==> src/rtl/ea_pkg.sv <==
package ea_pkg;
    localparam int OFS_W   = 16;
    localparam int PHYS_W  = 20;
    localparam int SEG_SHL = 4;
    localparam int CNT_W   = 2;

    typedef enum logic [1:0] {
        SEG_ES = 2'd0,
        SEG_CS = 2'd1,
        SEG_SS = 2'd2,
        SEG_DS = 2'd3
    } seg_code_e;

    typedef struct packed {
        logic [OFS_W-1:0]  ofs;
        seg_code_e         seg;
        logic              is_reg;
        logic [2:0]        reg_idx;
        logic [CNT_W-1:0]  cnt;
        logic [PHYS_W-1:0] phys;
    } ea_res_t;
endpackage

==> src/rtl/ea_base_idx.sv <==
module ea_base_idx #(
    parameter int W = 16
) (
    input  logic [1:0]   mode,
    input  logic [2:0]   rm,
    input  logic [W-1:0] bx,
    input  logic [W-1:0] bp,
    input  logic [W-1:0] si,
    input  logic [W-1:0] di,
    output logic [W-1:0] base_sum,
    output logic         uses_bp
);
    logic direct;

    always_comb begin
        direct   = (mode == 2'b00) && (rm == 3'b110);
        base_sum = '0;
        uses_bp  = 1'b0;
        case (rm)
            3'b000: base_sum = bx + si;
            3'b001: base_sum = bx + di;
            3'b010: begin base_sum = bp + si; uses_bp = 1'b1; end
            3'b011: begin base_sum = bp + di; uses_bp = 1'b1; end
            3'b100: base_sum = si;
            3'b101: base_sum = di;
            3'b110: begin base_sum = bp; uses_bp = 1'b1; end
            default: base_sum = bx;
        endcase
        if (direct) begin
            base_sum = '0;
            uses_bp  = 1'b0;
        end
    end
endmodule

==> src/rtl/ea_disp.sv <==
module ea_disp #(
    parameter int W     = 16,
    parameter int CNT_W = 2
) (
    input  logic [1:0]       mode,
    input  logic [2:0]       rm,
    input  logic [7:0]       lo,
    input  logic [7:0]       hi,
    output logic [W-1:0]     disp,
    output logic [CNT_W-1:0] cnt
);
    localparam int EXT = W - 8;

    always_comb begin
        disp = '0;
        cnt  = '0;
        case (mode)
            2'b00: if (rm == 3'b110) begin
                disp = W'({hi, lo});
                cnt  = CNT_W'(2);
            end
            2'b01: begin
                disp = {{EXT{lo[7]}}, lo};
                cnt  = CNT_W'(1);
            end
            2'b10: begin
                disp = W'({hi, lo});
                cnt  = CNT_W'(2);
            end
            default: begin
                disp = '0;
                cnt  = '0;
            end
        endcase
    end
endmodule

==> src/rtl/ea_seg_pick.sv <==
module ea_seg_pick
    import ea_pkg::*;
#(
    parameter int SW = 16
) (
    input  logic          pfx_valid,
    input  logic [7:0]    pfx_byte,
    input  logic          uses_bp,
    input  logic [SW-1:0] es,
    input  logic [SW-1:0] cs,
    input  logic [SW-1:0] ss,
    input  logic [SW-1:0] ds,
    output seg_code_e     code,
    output logic [SW-1:0] value
);
    logic ovr_hit;

    always_comb begin
        ovr_hit = pfx_valid && (pfx_byte[7:5] == 3'b001) && (pfx_byte[2:0] == 3'b110);
        if (ovr_hit)
            code = seg_code_e'(pfx_byte[4:3]);
        else if (uses_bp)
            code = SEG_SS;
        else
            code = SEG_DS;
        case (code)
            SEG_ES:  value = es;
            SEG_CS:  value = cs;
            SEG_SS:  value = ss;
            default: value = ds;
        endcase
    end
endmodule

==> src/rtl/ea_gen.sv <==
module ea_gen
    import ea_pkg::*;
#(
    parameter int RW = OFS_W,
    parameter int PW = PHYS_W
) (
    input  logic          clk,
    input  logic          rst_n,
    input  logic [7:0]    modrm,
    input  logic [7:0]    disp_lo,
    input  logic [7:0]    disp_hi,
    input  logic [RW-1:0] reg_bx,
    input  logic [RW-1:0] reg_bp,
    input  logic [RW-1:0] reg_si,
    input  logic [RW-1:0] reg_di,
    input  logic          pfx_valid,
    input  logic [7:0]    pfx_byte,
    input  logic [RW-1:0] seg_es,
    input  logic [RW-1:0] seg_cs,
    input  logic [RW-1:0] seg_ss,
    input  logic [RW-1:0] seg_ds,
    output logic [RW-1:0] ofs,
    output logic [1:0]    seg_code,
    output logic          is_reg,
    output logic [2:0]    reg_idx,
    output logic [1:0]    disp_cnt,
    output logic [PW-1:0] phys
);
    localparam int PAD = PW - RW;

    logic [1:0]       mode;
    logic [2:0]       rm;
    logic [RW-1:0]    base_sum;
    logic             uses_bp;
    logic [RW-1:0]    disp;
    logic [CNT_W-1:0] cnt;
    seg_code_e        sel_code;
    logic [RW-1:0]    sel_val;
    ea_res_t          res_d, res_q;

    assign mode = modrm[7:6];
    assign rm   = modrm[2:0];

    ea_base_idx #(.W(RW)) u_base (
        .mode(mode), .rm(rm), .bx(reg_bx), .bp(reg_bp), .si(reg_si), .di(reg_di),
        .base_sum(base_sum), .uses_bp(uses_bp)
    );

    ea_disp #(.W(RW), .CNT_W(CNT_W)) u_disp (
        .mode(mode), .rm(rm), .lo(disp_lo), .hi(disp_hi), .disp(disp), .cnt(cnt)
    );

    ea_seg_pick #(.SW(RW)) u_seg (
        .pfx_valid(pfx_valid), .pfx_byte(pfx_byte), .uses_bp(uses_bp),
        .es(seg_es), .cs(seg_cs), .ss(seg_ss), .ds(seg_ds),
        .code(sel_code), .value(sel_val)
    );

    always_comb begin
        res_d = '0;
        if (mode == 2'b11) begin
            res_d.is_reg  = 1'b1;
            res_d.reg_idx = rm;
            res_d.seg     = SEG_DS;
        end else begin
            res_d.ofs  = base_sum + disp;
            res_d.seg  = sel_code;
            res_d.cnt  = cnt;
            res_d.phys = ({{PAD{1'b0}}, sel_val} << SEG_SHL) + {{PAD{1'b0}}, res_d.ofs};
        end
    end

    always_ff @(posedge clk) begin
        if (!rst_n) begin
            res_q     <= '0;
            res_q.seg <= SEG_DS;
        end else begin
            res_q <= res_d;
        end
    end

    assign ofs      = res_q.ofs;
    assign seg_code = res_q.seg;
    assign is_reg   = res_q.is_reg;
    assign reg_idx  = res_q.reg_idx;
    assign disp_cnt = res_q.cnt;
    assign phys     = res_q.phys;

    assert_reg_quiet_R6: assert property (@(posedge clk) disable iff (!rst_n)
        is_reg |-> (disp_cnt == 2'd0 && ofs == '0 && phys == '0));

    assert_cnt_legal_R10: assert property (@(posedge clk) disable iff (!rst_n)
        disp_cnt != 2'd3);

    assert_byte_disp_R3: assert property (@(posedge clk) disable iff (!rst_n)
        (modrm[7:6] == 2'b01) |=> (disp_cnt == 2'd1 && !is_reg));

    assert_direct_addr_R2: assert property (@(posedge clk) disable iff (!rst_n)
        (modrm[7:6] == 2'b00 && modrm[2:0] == 3'b110)
        |=> (ofs == $past({disp_hi, disp_lo}) && disp_cnt == 2'd2));

    assert_override_R8: assert property (@(posedge clk) disable iff (!rst_n)
        (pfx_valid && pfx_byte[7:5] == 3'b001 && pfx_byte[2:0] == 3'b110 && modrm[7:6] != 2'b11)
        |=> (seg_code == $past(pfx_byte[4:3])));
endmodule

==> config.mk <==
export PLATFORM = sky130hd
export DESIGN_NAME = ea_gen
export DESIGN_NICKNAME = d
export VERILOG_FILES = /design/src/rtl/ea_pkg.sv /design/src/rtl/ea_base_idx.sv /design/src/rtl/ea_disp.sv /design/src/rtl/ea_seg_pick.sv /design/src/rtl/ea_gen.sv
export SDC_FILE = /design/constraint.sdc
export NUM_CORES = 1
export LEC_CHECK = 0
export BUFFER_PORTS_ARGS = -buffer_cell sky130_fd_sc_hd__buf_2
export CAP_MARGIN = 10
export CORE_MARGIN = 2
export CORE_UTILIZATION = 50
export CTS_CLUSTER_SIZE = 16
export DETAILED_ROUTE_END_ITERATION = 10
export PLACE_DENSITY = 0.78
export SYNTH_ARGS = -nofsm -noshare
export SYNTH_HDL_FRONTEND = slang
export SYNTH_SLANG_ARGS = --single-unit
==> constraint.sdc <==
create_clock -name clk -period 9.1 [get_ports clk]
set_clock_uncertainty 0.2 [all_clocks]
set_input_delay 0 -clock clk [delete_from_list [all_inputs] [get_ports clk]]
set_output_delay 0 -clock clk [all_outputs]
set_load 0.02 [all_outputs]
* Word level (Yosys, flattened, before mapping) *
Index checks and enable logic that the tools add are counted.

storage, ports and cells
  bits of input ports = 163
  output and inout bits = 44
  word-level logic and storage cells = 47
  register bits = 44

operators by class
  bitwise logic cells = 1
  add/sub/neg operators = 6
  reductions and logical operators = 9
  muxes and demuxes = 12
  equality and inequality tests = 13

operator list
  cell                                           count
  one-hot mux 16 bit (7 select lines)            1
  one-hot mux 16 bit (3 select lines)            2
  adder 16 bit                                   5
  two-way mux 16 bit                             2
  adder 20 x 16 -> 20 bit                        1
  == test 3 bit, second input constant           4
  == test 2 bit, second input constant           3
  == test 3 x 1 -> 1 bit, second input constant  2
  == test 3 x 2 -> 1 bit, second input constant  2
  one-hot mux 2 bit (3 select lines)             1
  == test 2 x 1 -> 1 bit, second input constant  2
  logical NOT 2 bit                              2
  two-way mux 2 bit                              2
  two-way mux 4 bit                              1
  logical AND 1 bit                              3
  logical NOT 3 bit                              1
  two-way mux 1 bit                              3
  OR reduction 3 bit                             1
  AND reduction 2 bit                            1
  OR reduction 2 bit                             1
  NOT 1 bit                                      1

* Longest topological paths before layout *
  depth in word-level cells = 9
  mapped depth = 32
  gate-level depth less buffers = 30

* By module *
A second synthesis with hierarchy kept.

unflattened totals
  cells, all modules = 724
  area total of the unflattened synthesis = 6060.8 um2

modules (own cells, without submodules)
  module       instances  seq. area each (um2)  area an instance (um2)  cells an instance
  ea_base_idx  1          0.0                   2605.0                  334
  ea_gen       1          800.8                 2503.7                  288
  ea_seg_pick  1          0.0                   625.6                   60
  ea_disp      1          0.0                   326.6                   42

* Least setup slack after synthesis *
No wires, ideal clock.

  kind = input to register
  start point = input port modrm[1]
  end point = register res_q (netlist bit phys[16])
  path buffers = 4
  data required time = 8.773 ns
  setup slack = 2.705 ns
  stages = 28
  setup time = 0.127 ns
  arrival time = 6.068 ns
  cell sequence = clkbuf_1 > nor2_1 > and2_1 > clkbuf_1 > clkbuf_1 > mux2_2 > ha_1 > a21o_1 > a211o_1 > a211oi_1 > o21bai_1 > xnor2_1 > nor2_1 > a211oi_1 > a211oi_1 > ha_1 > clkbuf_1 > a2111oi_0 > a31oi_1 > a21oi_1 > xnor2_1 > ha_1 > a21oi_1 > o21ai_0 > a211o_1 > a21oi_2 > nor3_1 > or3_1

on the way
  longest elaborated chain between the ends = 9
  elaborated cells between the ends (all ways) = 23
  those cells by class = 2 x add/sub; 8 x eq/ne; 9 x mux; 4 x reduce/logical

RTL lines
  item                                                  line          text
  start, declared                                       ea_gen.sv:9   input logic [7:0] modrm,
  branches (longest 8 deep; another with adder 16 bit)  --
  adder 20 x 16 -> 20 bit *                             ea_gen.sv:69  res_d.phys = ({{PAD{1'b0}}, sel_val} << SEG_SHL) + {{PAD{1'b0}}, res_d.ofs};
  end signal, assigned                                  ea_gen.sv:78  res_q <= res_d;
  end, declared                                         ea_gen.sv:39  ea_res_t res_d, res_q;

Every way passes the cells marked *.
A chain may end at the register's enable or synchronous reset.

* Worst setup path in the final report *
  start point = input port modrm[2]
  end point = register res_q (netlist bit phys[18])

The elaborated chain is that of the path after synthesis.

==> key figures <==
Logic synthesis
  • Most common cell in the netlist: ha_1
  • Number of synthesized register bits: 40
  • Yosys warnings: 0
  • Syn Nets: 862
  • Post-synth top cells: ha_1, nor2_1, mux2_2
  • Share of flip-flops with an asynchronous set or reset: 0
  • Largest cells by area after synthesis: dfxtp_1, ha_1, mux2_2
  • Syn_area_per_cell: 8.44 um^2
  • Post-synth cell types: 61
  • Synth Instances: 639
  • Number of synthesized flops with an enable pin: 0
  • Syn Std Cell Area: 0.00539 mm^2
  • Post-synth top area share: 0.149
  • Most used DFF post-synth: dfxtp_1
  • Seq/Total Area, Yosys: 0.149
  • Synth area leader: dfxtp_1

Final layout
  • ANT cells: 0
  • Post-layout nets: 1055
  • Fin cells: 969
  • Area grow syn2layout: 23.3%
  • Final Instance Area: 0.00665 mm^2
  • Utilization after layout: 0.638
  • Layout cells sized above 1: 0.337

Power
  • Peak VDD IR: 0.0978 mV
  • Seq pwr share: 0.224
  • Leakage Power: 3.20 nW
  • Sw Ratio: 0.442
  • Final Power: 0.995 mW
  • Cell Pwr Density: 150 mW/mm^2
  • Int Pwr: 0.555 mW
  • Switch Pwr: 0.440 mW
  • Clock share of power: 0.114
  • Combinational power share: 0.662

Run
  • Max capacitance violation total: 0

Detailed routing
  • DRC marker count from the first detailed-route iteration: 226
  • Via count: 5753
  • DR pass1 iterations: 5
  • Drt drc: 0
  • Via density: 5.94
  • Final wirelength: 16.0 mm
  • Routed Antenna Nets: 0
  • Routed len/inst: 16.5 um

GRT
  • Largest net degree at the start of global routing: 37
  • Number of global-route vias before repair: 5685
  • Initial antenna violation count: 0
  • First-pass GRT wire length: 25.8 mm
  • All-Layer GR Usage: 0.271
  • Total gr overflow: 0

Timing
  • Setup violators final: 0
  • Crit share post-route: 0.825
  • Worst slew margin: 0.354
  • Setup ws final: 1.59 ns
  • Final Hold Viols: 0
  • Fin Hold WS: 0.00886 ns
  • RSZ-0062 raised after global routing: no
  • Worst slew pin tran: 0.944 ns
  • Fmax: 133 MHz
  • Final min period: 7.51 ns
  • Slew Viols, Final: 0
  • Setup TNS: 0 ns

Floorplanning
  • IO Pins: 207
  • Die H: 108 um
  • CORE AREA: 0.0104 mm^2
  • Die width: 108 um
  • # rows: 37
  • Initial Util: 0.518
  • Die footprint: 0.0116 mm^2

Worst setup path
  • Required time of the critical path: 9.12 ns
  • Crit Path Max Fanout: 25
  • Crit path capture type: flip-flop
  • Type of origin of the critical path: input port
  • CP max stage cell: a2111oi_0
  • WP data arrival: 7.53 ns
  • Crit Path Class: in2reg
  • Critical path's largest stage delay: 0.84 ns
  • Buffers & Inverters on Critical Path: 1
  • Top delay family on crit path: compound AO/OA/AOI/OAI gates

CTS
  • Gates resized, CTS repair: 0
  • CTS Buffer Depth: 2
  • Inserted Clock Buffers: 5
  • Clock Sinks: 40
  • H-tree depth: 2
  • TritonCTS clock tree: done
  • Root Driver: clkbuf_8
  • Worst-path clk slew: 0.08 ns
  • Post-CTS setup repair buffer count: 0
  • CTS Hold Buffers Added: 8

Hold path
  • Hold crit path type: in2reg

Place
  • Final HPWL DP: 13.0 mm
  • Post-Place Cell Area: 0.00648 mm^2
  • GPL Wtd Cong: 0.893
  • IO Port Bufs: 203
  • Cells after DPL: 953
  • Pre-CTS setup slack: 1.47 ns

Outcome
  • Status: finished, final reports clean
==> cell families (layout without fill, tap and decap cells) <==
logic type / count (synthesis) / count (layout) / share of synthesized area
buffers and inverters: 51 / 245 / 0.0385
XOR/XNOR: 44 / 44 / 0.0715
AND/OR/NAND/NOR: 172 / 172 / 0.167
AO/OA/AOI/OAI: 201 / 201 / 0.244
adder cells (fa/ha/maj): 60 / 60 / 0.145
flip-flops: 40 / 40 / 0.149
multiplexers: 71 / 71 / 0.186
==> worst min-delay path: stages <==
cell	delay, ns
buf_2	0.07
mux4_2	0.22
nand2_1	0.05
mux2i_1	0.12
==> placed cells by master, fill, tap and decap left out, drive strengths merged, types with 3 or more instances in the layout <==
cell type	synthesis	final
xnor2	34	34
mux2i	11	11
o21bai	7	7
a211oi	24	24
o21a	8	8
clkbuf	19	5
nor3	11	11
mux2	43	43
and3	11	11
a21o	26	26
clkinv	1	4
dfxtp	40	40
nand2	29	29
nor2	53	53
or3	8	8
a21oi	41	41
a2111oi	4	4
a31oi	9	9
o31ai	5	5
nor4b	3	3
dlygate4sd3	0	8
buf	9	206
o31a	3	3
nand2b	8	8
o22ai	13	13
nand3	9	9
fa	4	4
mux4	17	17
nor2b	14	14
xor2	10	10
o21ai	43	43
and2	18	18
ha	56	56
inv	22	22
==> final cells by class <==
cell class / instances / area (um^2)
repair buffers: 214 / 1120
clock buffers: 5 / 68.8
multi-input cells: 548 / 4380
fillers: 914 / 3770
well taps: 136 / 170
clock inverters: 3 / 18.8
flip-flops and latches: 40 / 801
inverters: 23 / 86.3
==> worst paths after layout <==
path                    from        to  slack, ns  cells past startpoint
setup / recovery    modrm[2]  phys[18]       1.59                     25
hold / removal    seg_es[15]  phys[19]      0.009                      4
==> routing by layer <==
metal,share of wire,GRT usage,vias up
met5,0,0,-
met1,0.41,0.324,2677
li1,-,-,2787
met3,0.065,0.0212,30
met2,0.50,0.504,259
met4,0.023,0.0971,0
==> power by group through the flow <==
stage | sequential, mW | clock, mW | combinational, mW
6_report | 0.223 | 0.114 | 0.659
5_1_grt | 0.226 | 0.125 | 0.728
4_1_cts | 0.223 | 0.116 | 0.652
3_5_place_dp | 0.227 | 0 | 0.645
3_3_place_gp | 0.226 | 0 | 0.622
2_1_floorplan | 0.278 | 0 | 0.428
Power figures use the tool's default switching activity.
